[src/rtl/alu_pkg.sv]
package alu_pkg;

   typedef enum logic [2:0] {
      OP_ADD  = 3'd0,
      OP_SUB  = 3'd1,
      OP_AND  = 3'd2,
      OP_BIC  = 3'd3,
      OP_OR   = 3'd4,
      OP_ORN  = 3'd5,
      OP_XOR  = 3'd6,
      OP_XNOR = 3'd7
   } alu_op_e;

   typedef struct packed {
      logic n;
      logic z;
      logic c;
      logic v;
   } cond_flags_t;

   // Only arithmetic and the two AND-type codes may write the flags.
   function automatic logic op_writes_flags(alu_op_e op);
      return (op == OP_ADD) || (op == OP_SUB) || (op == OP_AND) || (op == OP_BIC);
   endfunction

endpackage

[src/rtl/alu_addsub.sv]
module alu_addsub #(
   parameter int WIDE_W   = 64,
   parameter int NARROW_W = 32
) (
   input  logic [WIDE_W-1:0] a,
   input  logic [WIDE_W-1:0] b,
   input  logic [WIDE_W-1:0] keep,
   input  logic              narrow,
   input  logic              do_sub,
   output logic [WIDE_W-1:0] sum,
   output logic              carry,
   output logic              ovf
);

   logic [WIDE_W-1:0] a_m;
   logic [WIDE_W-1:0] b_m;
   logic [WIDE_W-1:0] raw;
   logic              sgn_a;
   logic              sgn_b;
   logic              sgn_r;

   assign a_m = a & keep;
   assign b_m = b & keep;
   assign raw = do_sub ? (a_m - b_m) : (a_m + b_m);
   assign sum = raw & keep;

   // Add: carry when b exceeds the headroom left above a.
   // Subtract: borrow when b is the larger unsigned value.
   assign carry = do_sub ? (b_m > a_m) : (b_m > (keep - a_m));

   assign sgn_a = narrow ? a_m[NARROW_W-1] : a_m[WIDE_W-1];
   assign sgn_b = narrow ? b_m[NARROW_W-1] : b_m[WIDE_W-1];
   assign sgn_r = narrow ? sum[NARROW_W-1] : sum[WIDE_W-1];

   assign ovf = do_sub ? ((sgn_a != sgn_b) && (sgn_r != sgn_a))
                       : ((sgn_a == sgn_b) && (sgn_r != sgn_a));

endmodule

[src/rtl/alu_bitwise.sv]
module alu_bitwise #(
   parameter int WIDE_W = 64
) (
   input  logic [WIDE_W-1:0] a,
   input  logic [WIDE_W-1:0] b,
   input  logic [1:0]        fn,
   input  logic              inv_b,
   output logic [WIDE_W-1:0] y
);

   // fn: 01 = AND, 10 = OR, 11 = XOR; inv_b complements b first.
   for (genvar i = 0; i < WIDE_W; i++) begin : g_bit
      logic bb;
      assign bb   = b[i] ^ inv_b;
      assign y[i] = (fn == 2'b01) ? (a[i] & bb) :
                    (fn == 2'b10) ? (a[i] | bb) :
                    (fn == 2'b11) ? (a[i] ^ bb) : 1'b0;
   end

endmodule

[src/rtl/alu_flag_reg.sv]
module alu_flag_reg
   import alu_pkg::*;
(
   input  logic        clk,
   input  logic        rst_n,
   input  logic        load,
   input  cond_flags_t d,
   output cond_flags_t q
);

   always_ff @(posedge clk or negedge rst_n) begin
      if (!rst_n)
         q <= '0;
      else if (load)
         q <= d;
   end

endmodule

[src/rtl/flagged_alu.sv]
module flagged_alu
   import alu_pkg::*;
#(
   parameter int WIDE_W   = 64,
   parameter int NARROW_W = 32
) (
   input  logic              clk,
   input  logic              rst_n,
   input  logic [WIDE_W-1:0] opnd_a,
   input  logic [WIDE_W-1:0] opnd_b,
   input  logic [2:0]        op_sel,
   input  logic              narrow,
   input  logic              set_flags,
   output logic [WIDE_W-1:0] result,
   output logic              flag_n,
   output logic              flag_z,
   output logic              flag_c,
   output logic              flag_v
);

   localparam int HIGH_W = WIDE_W - NARROW_W;

   if (NARROW_W < 1 || NARROW_W >= WIDE_W) begin : g_bad_width
      $error("flagged_alu: NARROW_W must lie between 1 and WIDE_W-1");
   end

   alu_op_e           op;
   logic              is_arith;
   logic [WIDE_W-1:0] keep;
   logic [WIDE_W-1:0] as_sum;
   logic              as_carry;
   logic              as_ovf;
   logic [WIDE_W-1:0] bw_y;
   cond_flags_t       fl_next;
   cond_flags_t       fl_q;

   assign op       = alu_op_e'(op_sel);
   assign is_arith = (op == OP_ADD) || (op == OP_SUB);
   assign keep     = narrow ? {{HIGH_W{1'b0}}, {NARROW_W{1'b1}}} : {WIDE_W{1'b1}};

   alu_addsub #(.WIDE_W(WIDE_W), .NARROW_W(NARROW_W)) u_addsub (
      .a      (opnd_a),
      .b      (opnd_b),
      .keep   (keep),
      .narrow (narrow),
      .do_sub (op == OP_SUB),
      .sum    (as_sum),
      .carry  (as_carry),
      .ovf    (as_ovf)
   );

   alu_bitwise #(.WIDE_W(WIDE_W)) u_bitwise (
      .a     (opnd_a),
      .b     (opnd_b),
      .fn    (op_sel[2:1]),
      .inv_b (op_sel[0]),
      .y     (bw_y)
   );

   assign result = is_arith ? as_sum : (bw_y & keep);

   always_comb begin
      fl_next.n = narrow ? result[NARROW_W-1] : result[WIDE_W-1];
      fl_next.z = ~|result;
      fl_next.c = is_arith & as_carry;
      fl_next.v = is_arith & as_ovf;
   end

   alu_flag_reg u_flags (
      .clk   (clk),
      .rst_n (rst_n),
      .load  (set_flags & op_writes_flags(op)),
      .d     (fl_next),
      .q     (fl_q)
   );

   assign flag_n = fl_q.n;
   assign flag_z = fl_q.z;
   assign flag_c = fl_q.c;
   assign flag_v = fl_q.v;

endmodule

[config.mk]
export PLATFORM = sky130hd
export DESIGN_NAME = flagged_alu
export DESIGN_NICKNAME = d
export VERILOG_FILES = /design/src/rtl/alu_pkg.sv /design/src/rtl/alu_addsub.sv /design/src/rtl/alu_bitwise.sv /design/src/rtl/alu_flag_reg.sv /design/src/rtl/flagged_alu.sv
export SDC_FILE = /design/constraint.sdc
export NUM_CORES = 1
export LEC_CHECK = 0
export BUFFER_PORTS_ARGS = -buffer_cell sky130_fd_sc_hd__buf_2
export CAP_MARGIN = 10
export CORE_UTILIZATION = 40
export CTS_CLUSTER_DIAMETER = 50
export DETAILED_ROUTE_END_ITERATION = 8
export HOLD_SLACK_MARGIN = 0.12
export PLACE_DENSITY = 0.63
export SYNTH_ARGS = -nofsm -noshare
export SYNTH_HDL_FRONTEND = slang
export SYNTH_HIERARCHICAL = 1
export SYNTH_SLANG_ARGS = --single-unit
[constraint.sdc]
create_clock -name clk -period 28.5 [get_ports clk]
set_input_delay 8.55 -clock clk [delete_from_list [all_inputs] [get_ports clk]]
set_output_delay 8.55 -clock clk [all_outputs]
set_load 0.01 [all_outputs]
==> flow_summary.toml <==
[sta]
slew_headroom_pct = 23.8
setup_ws_ns = 5.92
fin_crit_sh_pct = 79.2
finalHoldViolCount = 0
skew_ns = 0
period_needed_ns = 22.58
rsz0062_at_grt = "false"
worst_pin_slew_ns = 1.11
slew_violations = 0
final.setup.tns_ns = 0
setup_viol = 0
fmax_ghz = 0.0443

[pwr]
swShare_pct = 60.3
internal_power_w = 0.000153
combPwrFrac_pct = 92.6
switching_power_w = 0.000232
power_density_mw_per_mm2 = 20.7
p_leak_nw = 9.55
p_clk_share_pct = 5.7
ir_drop_v = 0.0000146
seq_power_share_pct = 1.7

[layout]
fillCellCount = 4386
multi_input_area_mm2 = 0.0156
final_util_pct = 45.1
top_register = "u_flags/q"
largest_reg_flops = 4
syn2layout_area_growth_pct = 10.4
final_common_cell = "ha_1"
reg_top3 = "u_flags/q x4"
seq_area_um2 = 100
drive_gt1_share_pct = 11.0
final_cell_mix = "321 x ha_1, 260 x inv_1, 246 x nand2_1"
num-nets-final = 3190
antenna_cells = 0

[clock_network]
cts_tree = "done"
cts_buffers = 3
post_cts_buffers = 0
clkLatencyLatePin_ns = 0.23
clk_pin_slew_ns = 0.03
holdBufCountCts = 0
htreeDepth = 1
cts_max_path_buffers = 2
clockRootBuffer = "clkbuf_16"
clock-sinks = 4
cts-resized-gates = 0

[yosys]
synthArstFlopShare_pct = 100
syn_area_per_cell_um2 = 6.75
ys_seq_area_share_pct = 0.594
ys_warn_count = 6
ys_types = 88
syn_inst = 2496
synth_seq_cells = 4
synth_area_mm2 = 0.0168
yosysTopAreaCell = "ha_1"
synth_edf_count = 0
synth_area_leaders = "ha_1 24%, inv_1 5.8%, a21oi_1 5.7%"
synth_top_area_share_pct = 23.8
synthFlopType = "dfrtp_1"

[die]
ios = 203
initial_utilization_pct = 40.9
rows = 74
die_h_um = 207
coreArea_mm2 = 0.0412
dieArea_mm2 = 0.0429
die_w_um = 207

[placement]
io_buffers = 202
dp_hpwl_um = 56600
place_worst_setup_slack_ns = 6.09
gp_congestion = 0.995

[global_routing]
grt_use_met1_pct = 41.2
antenna_found_initial = 0
grt_pass1_wl_um = 104000
use_met3_pct = 1.06
grt_pass1_vias = 18100
use_met2_pct = 52.3
grt-ovfl-total = 0
grt_max_degree = 88
busiest_layer = "met2"
grt_use_total_pct = 30.2

[setup_path]
crit_buf_inv = 5
critPathMaxStageDelay_ns = 0.73
critPathMaxFanout = 87
r2r_slack_ns = 27.74
worstSetupStartpointType = "input port"
cp_slowest_cell = "buf_4"
crit_top_cell = "nand2_1"
required_ns = 19.95
cpLargestDelayFamily = "buffers and inverters"
crit_type = "in2out"
critPathArrivalTime_ns = 14.03
crit_chain = "buf_2 -> inv_4 -> buf_4 -> buf_4 -> nand2_1 -> ha_1 -> and4_1 -> a2bb2oi_1 -> o311a_1 -> nand2_1 -> o31ai_1 -> o221ai_1 -> a21oi_1 -> nand2_1 -> a21oi_1 -> mux2i_1 -> nand2_1 -> o21ai_0 -> buf_2"
endpoint_kind = "output pin"

[route]
drt-pass1-iter-count = 5
drt-initial-drc-count = 1501
vias = 18900
postRouteAntennaNets = 0
drcViolationCount = 0
drt-total-wl_um = 67700
routedWlPerCell_um = 20.8
avgViaCountPerCell = 5.80

[min_path]
hp-class = "reg2reg"

[outcome]
status = "complete, no violations"

[run]
cap_violations = 0
## synth_stat cells (43+ instances only)
cell type	n
clkbuf_1	66
xor2_1	76
o21ai_0	115
nand2b_1	70
xnor2_1	66
and2_1	121
nor3_1	43
a21oi_1	191
nand4_1	44
nand2_1	246
o22ai_1	66
inv_1	261
mux2i_1	85
nor2_1	169
nor4_1	49
ha_1	321
## stage by stage
stage	total power [W]	cells	area [um2]	hold WS (ns)
global placement	0.000351	3259	18500	0.494
global route	0.000418	3262	18600	0.505
detailed placement	0.000355	3259	18500	0.495
floorplan	0.000244	2618	17300	0.551
CTS	0.000379	3262	18600	0.501
finish	0.000385	3262	18600	0.504
## area by class of cell
class,instances,area share [%]
clock buffers,3,0.404
well taps,532,3.58
flip-flops and latches,4,0.538
inverters,276,5.59
multi-input cells,2231,83.9
repair buffers,216,6.03
## logic make-up after synthesis
group	count (synthesis)	synth area share, %
compound gates	660	25.1
xor+xnor	142	7.38
fa+ha+maj	323	24.1
buf+inv	383	9.63
flops	4	0.594
mux	124	7.66
other cells	3	0.0668
simple gates	857	25.5
## power by group through the flow
stage,combinational [W],sequential [W],clock (W)
6_report,0.000356,0.00000648,0.0000220
5_1_grt,0.000389,0.00000654,0.0000225
4_1_cts,0.000350,0.00000649,0.0000224
3_5_place_dp,0.000348,0.00000658,0
3_3_place_gp,0.000344,0.00000654,0
2_1_floorplan,0.000237,0.00000677,0
## routing by layer
layer  wire (um)  part of all wire, %
met2       31700                   47
met5           0                    0
met4        1720                  2.5
met1       30600                   45
met3        3670                  5.4
## path summary, 6_finish.rpt
check                                to  cells after the start    startpoint
min                        u_flags/q[2]                      1  u_flags/q[2]
max reg2reg                u_flags/q[1]                      1  u_flags/q[1]
min reg2reg                u_flags/q[2]                      1  u_flags/q[2]
min in group asynchronous  u_flags/q[0]                      1         rst_n
max in group asynchronous  u_flags/q[3]                      1         rst_n
max                          result[62]                     19        narrow
(Power assumes the default switching activity.)
